`src/rtl/asram_pkg.sv`:
```
package asram_pkg;

   typedef enum logic [2:0] {
      ST_IDLE       = 3'd0,
      ST_RD_SETUP   = 3'd1,
      ST_RD_WAIT    = 3'd2,
      ST_RD_CAPTURE = 3'd3,
      ST_TURN       = 3'd4,
      ST_WR_SETUP   = 3'd5,
      ST_WR_PULSE   = 3'd6,
      ST_WR_RECOVER = 3'd7
   } seq_st_t;

   typedef struct packed {
      logic ce_n;
      logic we_n;
      logic oe_n;
      logic drv;
   } pin_set_t;

   // Pin levels the memory sees while the sequencer sits in a given state.
   function automatic pin_set_t pins_of(seq_st_t s);
      pin_set_t p;
      p = '{ce_n: 1'b1, we_n: 1'b1, oe_n: 1'b1, drv: 1'b0};
      case (s)
         ST_RD_SETUP:   p.ce_n = 1'b0;
         ST_RD_WAIT:    begin p.ce_n = 1'b0; p.oe_n = 1'b0; end
         ST_TURN:       p.ce_n = 1'b0;
         ST_WR_SETUP:   begin p.ce_n = 1'b0; p.drv = 1'b1; end
         ST_WR_PULSE:   begin p.ce_n = 1'b0; p.we_n = 1'b0; p.drv = 1'b1; end
         ST_WR_RECOVER: begin p.ce_n = 1'b0; p.drv = 1'b1; end
         default:       ;
      endcase
      return p;
   endfunction

endpackage

```
`src/rtl/asram_timer.sv`:
```
module asram_timer #(
   parameter int CW = 2
) (
   input  logic          clk,
   input  logic          rst_n,
   input  logic          load,
   input  logic [CW-1:0] len,
   output logic          done
);

   logic [CW-1:0] cnt;

   always_ff @(posedge clk or negedge rst_n) begin
      if (!rst_n)
         cnt <= '0;
      else if (load)
         cnt <= len - CW'(1);
      else if (cnt != '0)
         cnt <= cnt - CW'(1);
   end

   assign done = (cnt == '0);

endmodule

```
`src/rtl/asram_fsm.sv`:
```
module asram_fsm
   import asram_pkg::*;
#(
   parameter int SETUP_CYC = 1,
   parameter int WE_CYC    = 1,
   parameter int REC_CYC   = 1,
   parameter int RD_CYC    = 2,
   parameter int TURN_CYC  = 1
) (
   input  logic    clk,
   input  logic    rst_n,
   input  logic    req_valid,
   input  logic    req_write,
   output logic    req_ready,
   output seq_st_t state,
   output seq_st_t nxt
);

   localparam int MAXA = (SETUP_CYC > WE_CYC) ? SETUP_CYC : WE_CYC;
   localparam int MAXB = (REC_CYC > RD_CYC) ? REC_CYC : RD_CYC;
   localparam int MAXC = (MAXA > MAXB) ? MAXA : MAXB;
   localparam int MAXP = (MAXC > TURN_CYC) ? MAXC : TURN_CYC;
   localparam int CW   = $clog2(MAXP + 1);

   logic          done;
   logic          load;
   logic [CW-1:0] len;
   logic          after_rd;
   logic          accept;

   assign req_ready = (state == ST_IDLE);
   assign accept    = req_valid && req_ready;

   // Optional turnaround: the read-history flag exists only when a gap is configured.
   generate
      if (TURN_CYC > 0) begin : g_turn
         logic rd_flag;
         always_ff @(posedge clk or negedge rst_n) begin
            if (!rst_n)
               rd_flag <= 1'b0;
            else if (state == ST_RD_CAPTURE)
               rd_flag <= 1'b1;
            else if (accept && req_write)
               rd_flag <= 1'b0;
         end
         assign after_rd = rd_flag;
      end else begin : g_no_turn
         assign after_rd = 1'b0;
      end
   endgenerate

   always_comb begin
      nxt = state;
      case (state)
         ST_IDLE:
            if (req_valid)
               nxt = !req_write ? ST_RD_SETUP : (after_rd ? ST_TURN : ST_WR_SETUP);
         ST_RD_SETUP:   if (done) nxt = ST_RD_WAIT;
         ST_RD_WAIT:    if (done) nxt = ST_RD_CAPTURE;
         ST_RD_CAPTURE: nxt = ST_IDLE;
         ST_TURN:       if (done) nxt = ST_WR_SETUP;
         ST_WR_SETUP:   if (done) nxt = ST_WR_PULSE;
         ST_WR_PULSE:   if (done) nxt = ST_WR_RECOVER;
         ST_WR_RECOVER: if (done) nxt = ST_IDLE;
         default:       nxt = ST_IDLE;
      endcase
   end

   always_comb begin
      case (nxt)
         ST_RD_SETUP, ST_WR_SETUP: len = CW'(SETUP_CYC);
         ST_RD_WAIT:               len = CW'(RD_CYC);
         ST_TURN:                  len = CW'(TURN_CYC);
         ST_WR_PULSE:              len = CW'(WE_CYC);
         ST_WR_RECOVER:            len = CW'(REC_CYC);
         default:                  len = CW'(1);
      endcase
   end

   assign load = (nxt != state);

   asram_timer #(.CW(CW)) u_timer (
      .clk   (clk),
      .rst_n (rst_n),
      .load  (load),
      .len   (len),
      .done  (done)
   );

   always_ff @(posedge clk or negedge rst_n) begin
      if (!rst_n)
         state <= ST_IDLE;
      else
         state <= nxt;
   end

   // a write must never reach its setup phase straight from a read capture.
   assert_turn_gap_R6: assert property (@(posedge clk) disable iff (!rst_n)
      (TURN_CYC > 0 && state == ST_WR_SETUP && $past(state) != ST_WR_SETUP)
         |-> $past(state) != ST_RD_CAPTURE && $past(state) != ST_RD_WAIT);

   // leaving the output-enable phase always leads to a capture.
   assert_wait_to_capture_R4: assert property (@(posedge clk) disable iff (!rst_n)
      ($past(state) == ST_RD_WAIT && state != ST_RD_WAIT) |-> state == ST_RD_CAPTURE);

endmodule

```
`src/rtl/asram_ctrl.sv`:
```
module asram_ctrl
   import asram_pkg::*;
#(
   parameter int AW        = 17,
   parameter int DW        = 8,
   parameter int SETUP_CYC = 1,
   parameter int WE_CYC    = 1,
   parameter int REC_CYC   = 1,
   parameter int RD_CYC    = 2,
   parameter int TURN_CYC  = 1
) (
   input  logic          clk,
   input  logic          rst_n,
   input  logic          req_valid,
   output logic          req_ready,
   input  logic          req_write,
   input  logic [AW-1:0] req_addr,
   input  logic [DW-1:0] req_wdata,
   output logic          rsp_valid,
   output logic [DW-1:0] rsp_rdata,
   output logic          mem_ce_n,
   output logic          mem_we_n,
   output logic          mem_oe_n,
   output logic [AW-1:0] mem_addr,
   output logic [DW-1:0] mem_dq_o,
   output logic          mem_dq_oe,
   input  logic [DW-1:0] mem_dq_i
);

   generate
      if (SETUP_CYC < 1 || WE_CYC < 1 || REC_CYC < 1 || RD_CYC < 1)
         begin : g_bad_phase
            $error("asram_ctrl: setup, strobe, recovery and read phases need at least one cycle");
         end
      if (TURN_CYC < 0) begin : g_bad_turn
         $error("asram_ctrl: turnaround length cannot be negative");
      end
      if (AW < 1 || DW < 1) begin : g_bad_width
         $error("asram_ctrl: address and data widths must be positive");
      end
   endgenerate

   seq_st_t  state;
   seq_st_t  nxt;
   pin_set_t nxt_pins;
   logic     accept;

   asram_fsm #(
      .SETUP_CYC (SETUP_CYC),
      .WE_CYC    (WE_CYC),
      .REC_CYC   (REC_CYC),
      .RD_CYC    (RD_CYC),
      .TURN_CYC  (TURN_CYC)
   ) u_fsm (
      .clk       (clk),
      .rst_n     (rst_n),
      .req_valid (req_valid),
      .req_write (req_write),
      .req_ready (req_ready),
      .state     (state),
      .nxt       (nxt)
   );

   assign accept   = req_valid && req_ready;
   assign nxt_pins = pins_of(nxt);

   // Strobes registered from the next state: glitch-free at the pads.
   always_ff @(posedge clk or negedge rst_n) begin
      if (!rst_n) begin
         mem_ce_n  <= 1'b1;
         mem_we_n  <= 1'b1;
         mem_oe_n  <= 1'b1;
         mem_dq_oe <= 1'b0;
      end else begin
         mem_ce_n  <= nxt_pins.ce_n;
         mem_we_n  <= nxt_pins.we_n;
         mem_oe_n  <= nxt_pins.oe_n;
         mem_dq_oe <= nxt_pins.drv;
      end
   end

   // Address and write data load only on acceptance, while the chip is deselected.
   always_ff @(posedge clk or negedge rst_n) begin
      if (!rst_n) begin
         mem_addr <= '0;
         mem_dq_o <= '0;
      end else if (accept) begin
         mem_addr <= req_addr;
         mem_dq_o <= req_wdata;
      end
   end

   always_ff @(posedge clk or negedge rst_n) begin
      if (!rst_n) begin
         rsp_valid <= 1'b0;
         rsp_rdata <= '0;
      end else begin
         rsp_valid <= (nxt == ST_RD_CAPTURE) && (state == ST_RD_WAIT);
         if (state == ST_RD_WAIT && nxt == ST_RD_CAPTURE)
            rsp_rdata <= mem_dq_i;
      end
   end

   assert_idle_standby_R1: assert property (@(posedge clk) disable iff (!rst_n)
      req_ready |-> (mem_ce_n && mem_we_n && mem_oe_n && !mem_dq_oe));

   assert_strobe_framed_R2: assert property (@(posedge clk) disable iff (!rst_n)
      !mem_we_n |-> (!mem_ce_n && mem_dq_oe && mem_oe_n));

   assert_addr_hold_R3: assert property (@(posedge clk) disable iff (!rst_n)
      (!mem_ce_n && !$past(mem_ce_n)) |-> ($stable(mem_addr) && $stable(mem_dq_o)));

   assert_we_rise_data_R3: assert property (@(posedge clk) disable iff (!rst_n)
      $rose(mem_we_n) |-> (mem_dq_oe && !mem_ce_n && $stable(mem_dq_o)));

   assert_no_contention_R5: assert property (@(posedge clk) disable iff (!rst_n)
      mem_dq_oe |-> (mem_oe_n && $past(mem_oe_n)));

   assert_busy_R7: assert property (@(posedge clk) disable iff (!rst_n)
      !mem_ce_n |-> !req_ready);

   assert_rsp_pulse_R8: assert property (@(posedge clk) disable iff (!rst_n)
      rsp_valid |=> !rsp_valid);

   assert_rsp_after_read_R8: assert property (@(posedge clk) disable iff (!rst_n)
      rsp_valid |-> $past(!mem_oe_n));

endmodule

```
`config.mk`:
```
export PLATFORM = sky130hd
export DESIGN_NAME = asram_ctrl
export DESIGN_NICKNAME = d
export VERILOG_FILES = /design/src/rtl/asram_pkg.sv /design/src/rtl/asram_timer.sv /design/src/rtl/asram_fsm.sv /design/src/rtl/asram_ctrl.sv
export SDC_FILE = /design/constraint.sdc
export NUM_CORES = 1
export LEC_CHECK = 0
export BUFFER_PORTS_ARGS = -buffer_cell sky130_fd_sc_hd__buf_2
export CAP_MARGIN = 10
export CELL_PAD_IN_SITES_DETAIL_PLACEMENT = 1
export CELL_PAD_IN_SITES_GLOBAL_PLACEMENT = 1
export CORE_UTILIZATION = 34
export DETAILED_ROUTE_END_ITERATION = 8
export GPL_TIMING_DRIVEN = 0
export PLACE_DENSITY_LB_ADDON = 0.12
export SLEW_MARGIN = 30
export SYNTH_ARGS = -nofsm -noshare
export SYNTH_HDL_FRONTEND = slang
export SYNTH_SLANG_ARGS = --single-unit
export TNS_END_PERCENT = 10
```
`constraint.sdc`:
```
create_clock -name clk -period 1.6 [get_ports clk]
set_input_delay 0 -clock clk [delete_from_list [all_inputs] [get_ports clk]]
set_output_delay 0 -clock clk [all_outputs]
set_load 0.01 [all_outputs]
```
# Word level (Yosys, flattened, before mapping)
# Cells that the tools add are included.
# totals
ff_bits	44
input_bits	37
# op_classes
n_addsub	2
eq_ne	15
n_mux	19
n_reduce_logical	10
# ops
op	n
3-bit equality test (second input constant)	8
3-bit two-way mux	8
3-bit case mux with 8 select lines	1
3-bit by 2-bit equality test with 1-bit output (second input constant)	4
1-bit two-way mux	7
3-bit by 1-bit equality test with 1-bit output (second input constant)	2
2-bit two-way mux	3
2-bit nonzero test	3
6-bit OR reduction	1
2-bit by 1-bit subtractor with 2-bit output (second input constant)	2
1-bit logical AND	3
3-bit zero test	1
3-bit inequality test	1
3-bit OR reduction	1
2-bit zero test	1

# Logic depth before layout (Yosys ltp)
# logic_depth
word_depth	8
mapped_depth	6
depth_no_buf	4

# By module
# A second synthesis with hierarchy kept.
# unflattened
cells_unflattened	124
hier_area_um2	1775.5
# by_module_without_submodules
module	instances	cells_per_inst	area_each_um2
asram_ctrl	1	82	1405.1
asram_fsm	1	34	277.8
asram_timer	1	8	92.6

# Worst setup path after synthesis
# No wires, ideal clock.
# synth_timing
path_kind	register to register
from	reg u_fsm.state[2]
to	reg mem_addr[0]
setup_ps	125
arrival_time_ps	1562
required_ps	1475
setup_slack_ps	-87
path_stages_with_launch	7
path_cell_list	dfrtp_1 > or3_4 > inv_2 > and2_4 > buf_8 > buf_12 > mux2_4
# synth_via
elab_chain_len	2
# synth_rtl
element	line	text
from (decl)	asram_fsm.sv:15	output seq_st_t state,
from (signal assigned)	asram_fsm.sv:94	state <= nxt;
3-bit zero test	asram_fsm.sv:31	assign req_ready = (state == ST_IDLE);
net req_ready	asram_ctrl.sv:15	output logic req_ready,
1-bit logical AND	asram_ctrl.sv:64	assign accept = req_valid && req_ready;
to (signal assigned)	asram_ctrl.sv:88	mem_addr <= req_addr;
to (decl)	asram_ctrl.sv:24	output logic [AW-1:0] mem_addr,
# The timed path passes the listed nets, and every way through them passes these cells.
# A chain may end at the register's enable or synchronous reset.

# Worst setup path in the final report
# layout_timing
from	reg u_fsm.state[1]
to	reg mem_dq_o[3]
# layout_via
elab_chain_len	2
# layout_rtl
element	line	text
3-bit zero test	asram_fsm.sv:31	
1-bit logical AND	asram_ctrl.sv:64	
to (signal assigned)	asram_ctrl.sv:89	mem_dq_o <= req_wdata;
to (decl)	asram_ctrl.sv:25	output logic [DW-1:0] mem_dq_o,
# Every way passes these cells.

==> qor.log <==
qor: grt.maximum_number_of_pins_on_one_net_before_global_route_repair 45
qor: routing.met2_wirelength 2.88 mm
qor: grt.global_route_wire_length_before_repair 8.85 mm
qor: sta.setup_viol_count_final 25
qor: worst_hold_path.min_path_type input pin to flop
qor: layout.nFillCells 544
qor: yosys.synth_warnings 0
qor: yosys.yosysSeqAreaShare 0.594
qor: cts.ctsLongestPathBuffers 2
qor: yosys.postSynthCellCount 124
qor: grt.gr-usage-all-layers 0.199
qor: power_and_ir_drop.switching_power 1.86 mW
qor: routing.vias_per_cell 4.58
qor: yosys.ys_dominant_reg_cell sky130_fd_sc_hd__dfrtp_1
qor: cts.clkSlewWorstSetupHoldPaths 0.08 ns
qor: floorplanning.design.die.area 5770 um^2
qor: yosys.netlist-cell-type-count 26
qor: yosys.synth_largest_type_area_fraction 0.552
qor: cts.clkLatencyLatePin 0.29 ns
qor: yosys.avgSynthCellArea 15.0 um^2
qor: routing.dr.max_layer_used met4
qor: run_status.failed_checks setup timing
qor: power_and_ir_drop.pwr_density_cell 1910 nW/um^2
qor: routing.residual_antenna_violating_net_count_after_detailed_routing 0
qor: layout.finish.net_count 288
qor: cts.ctsRootBufferMaster sky130_fd_sc_hd__clkbuf_8
qor: place.gp_routability_congestion 0.755
qor: yosys.synth_area 1860 um^2
qor: floorplanning.pin_count 76
qor: layout.most_frequent_cells_in_the_layout 74 x sky130_fd_sc_hd__buf_2, 41 x sky130_fd_sc_hd__dfrtp_1, 35 x sky130_fd_sc_hd__dlygate4sd3_1
qor: routing.detail_route.iter0.violations 41
qor: sta.worst-slew-pin-transition 0.547 ns
qor: yosys.synth.largest_area_cell sky130_fd_sc_hd__dfrtp_1
qor: yosys.main_area_contributors_after_synthesis sky130_fd_sc_hd__dfrtp_1 55%, sky130_fd_sc_hd__mux2_4 16%, sky130_fd_sc_hd__mux2_2 7.9%
qor: place.hpwl 2.98 mm
qor: power_and_ir_drop.clock_power_share 0.165
qor: floorplanning.floorplan.core_area 5170 um^2
qor: cts.cts_max_level 2
qor: sta.timing.fmax 587 MHz
qor: sta.fin_worst_skew 0.00486 ns
qor: cts.cts_buffers 5
qor: grt.initial_antenna_violation_count 0
qor: grt.first_global_vias 1754
qor: worst_hold_path.hold-path-cell-count 3
qor: sta.final_min_period_over_clock_period 1.07
qor: worst_setup_path.critPathCaptureType flop
qor: worst_setup_path.worst-r2r-cell-count 6
qor: run.maxCapViolCount 0
qor: power_and_ir_drop.power.sequential.fraction 0.351
qor: layout.utilization 0.567
qor: power_and_ir_drop.cell_internal_power 3.74 mW
qor: routing.avgRoutedWirePerCell 16.0 um
qor: yosys.asyncSetResetFlopFracSynth 1.00
qor: worst_setup_path.criticalPathCategory flop to flop
qor: yosys.count_of_flip_flops_with_a_built_in_enable_after_synthesis 0
qor: floorplanning.fp.dieH 76.0 um
qor: power_and_ir_drop.power.combinational.fraction 0.484
qor: sta.rsz0062_at_grt yes
qor: floorplanning.initial_core_util 0.359
qor: routing.via_count 1475
qor: floorplanning.die-width 76.0 um
qor: layout.num_antenna_cells 0
qor: layout.fin_cells 322
qor: run_status.status complete, but fails checks
qor: power_and_ir_drop.standby_leakage_power 1.40 nW
qor: floorplanning.rows 26
qor: power_and_ir_drop.design_power_total 5.60 mW
qor: sta.final_max_slew_viol_count 0
qor: power_and_ir_drop.power.share.switching 0.333
qor: grt.grt_overflow_total 0
qor: layout.multi_input_area 692 um^2
qor: sta.maxSlewHeadroom 0.635
qor: layout.seq_area 1100 um^2
qor: worst_setup_path.cp_data_required_time 1.78 ns
qor: sta.post-route-min-period 1.70 ns
qor: place.placed_instance_count 269
qor: worst_setup_path.startpoint_type flop
qor: cts.cts_tree built
qor: cts.numClockSinks 44
qor: sta.timing.final.hold_violations 0
qor: layout.area_delta_synth_final 57.8%
qor: yosys.postSynthNetCount 161
qor: place.port_buffers 75
qor: layout.final_common_cell sky130_fd_sc_hd__buf_2
qor: yosys.synth_seq_cells 44
qor: worst_setup_path.worst_ep_arrival_time 1.88 ns
qor: sta.post-route-worst-setup-slack -0.104 ns
qor: routing.postRouteWirelength 5.17 mm
qor: worst_setup_path.worst-path-max-fanout 5
qor: routing.detail_route.drc_violations 0
qor: routing.drt_pre_antenna_iters 4
qor: layout.layout-drive-gt1-share 0.556
qor: routing.wl_met1 1.93 mm
qor: power_and_ir_drop.irDropWorstVdd 840 uV
qor: routing.met3_wirelength 235 um
-- Yosys cell counts, types with 2 or more instances --
cell                       instances
sky130_fd_sc_hd__a21oi_1           4
sky130_fd_sc_hd__a31oi_1           2
sky130_fd_sc_hd__buf_12            2
sky130_fd_sc_hd__clkbuf_1          3
sky130_fd_sc_hd__dfrtp_1          41
sky130_fd_sc_hd__dfstp_2           3
sky130_fd_sc_hd__inv_1             2
sky130_fd_sc_hd__mux2_2           13
sky130_fd_sc_hd__mux2_4           20
sky130_fd_sc_hd__nand2_1           6
sky130_fd_sc_hd__nand2b_1          3
sky130_fd_sc_hd__nor2_1            5
sky130_fd_sc_hd__o21ai_0           5
sky130_fd_sc_hd__o22ai_1           2
sky130_fd_sc_hd__o32ai_1           2
-- kinds of logic (layout without fill, tap and decap cells) --
group / after synthesis / in the layout / synth area share
DFF: 44 / 44 / 0.594
muxes: 33 / 33 / 0.240
and+or+nand+nor: 21 / 21 / 0.0680
AOI/OAI and AO/OA: 17 / 17 / 0.0559
buffers and inverters: 9 / 137 / 0.0417
-- routing by layer --
layer / vias to the layer above / GRT usage
met5: - / 0
met4: 0 / 0.0712
met3: 14 / 0.0614
met2: 49 / 0.370
met1: 723 / 0.210
li1: 689 / -
-- path summary, 6_finish.rpt --
path                                     startpoint                  endpoint  slack, ns
max                        u_fsm.state[1]$_DFF_PN0_   mem_dq_o[3]$_DFFE_PN0P_      -0.10
min                                       req_write  u_fsm.state[2]$_DFF_PN0_       0.11
max reg2reg                u_fsm.state[1]$_DFF_PN0_   mem_dq_o[3]$_DFFE_PN0P_      -0.10
min reg2reg                rsp_rdata[0]$_DFFE_PN0P_  rsp_rdata[0]$_DFFE_PN0P_       0.50
max in group asynchronous                     rst_n        mem_we_n$_DFF_PN1_       0.99
min in group asynchronous                     rst_n   mem_dq_o[6]$_DFFE_PN0P_       0.23
-- sequential cells by signal, summed over array words and instances (netlist names) --
signal / cells
rsp_valid: 1
mem_ce_n: 1
u_fsm.after_rd: 1
mem_dq_oe: 1
rsp_rdata: 8
u_fsm.u_timer.cnt: 2
mem_oe_n: 1
mem_addr: 17
mem_dq_o: 8
u_fsm.state: 3
mem_we_n: 1
-- stage by stage --
step	worst slack (ns)	area (um^2)	TNS [ns]	hold slack [ns]
finish	-0.104	2930	-1.18	0.107
global route	-0.150	2930	-2.36	0.137
CTS	-0.0916	2930	-1.07	0.102
detailed placement	-0.105	2320	-1.94	0.201
global placement	-0.0901	2320	-1.72	0.195
floorplan	-0.0361	1860	-0.722	-0.296
-- layout make-up --
| type | count | share of cell area |
|---|---|---|
| inverter | 3 | 0.00469 |
| sequential | 44 | 0.377 |
| buffer | 5 | 0.0183 |
| timing repair buffer | 121 | 0.292 |
| clock inverter | 1 | 0.0102 |
| clock buffer | 7 | 0.0328 |
| multi-input combinational | 71 | 0.236 |
| tap | 70 | 0.0299 |
-- what timing repair did --
item                       4_1_cts  5_1_grt
cloned                           1        0
hold endpoints to repair        75        0
gates resized for setup          5        2
pin swaps                        2        1
buffers inserted                10        0
setup endpoints to repair       28       36
hold buffers                    35        0
-- critical path, stage by stage, from the launching register on --
cell	delay [ns]
sky130_fd_sc_hd__dfrtp_1	0.39
sky130_fd_sc_hd__or3_4	0.41
sky130_fd_sc_hd__inv_4	0.06
sky130_fd_sc_hd__and2_4	0.20
sky130_fd_sc_hd__buf_12	0.12
sky130_fd_sc_hd__buf_12	0.11
sky130_fd_sc_hd__mux2_4	0.30
-- power groups by stage --
stage | Sequential, mW | Clock [mW] | Combinational (mW)
after detailed placement | 1.98 | 0 | 2.33
after floorplan | 2.19 | 0 | 1.31
after global routing | 2.04 | 0.996 | 2.93
final | 1.97 | 0.923 | 2.71
after CTS | 1.94 | 0.946 | 2.72
after global placement | 1.94 | 0 | 2.29
Power figures use the tool's default switching activity.
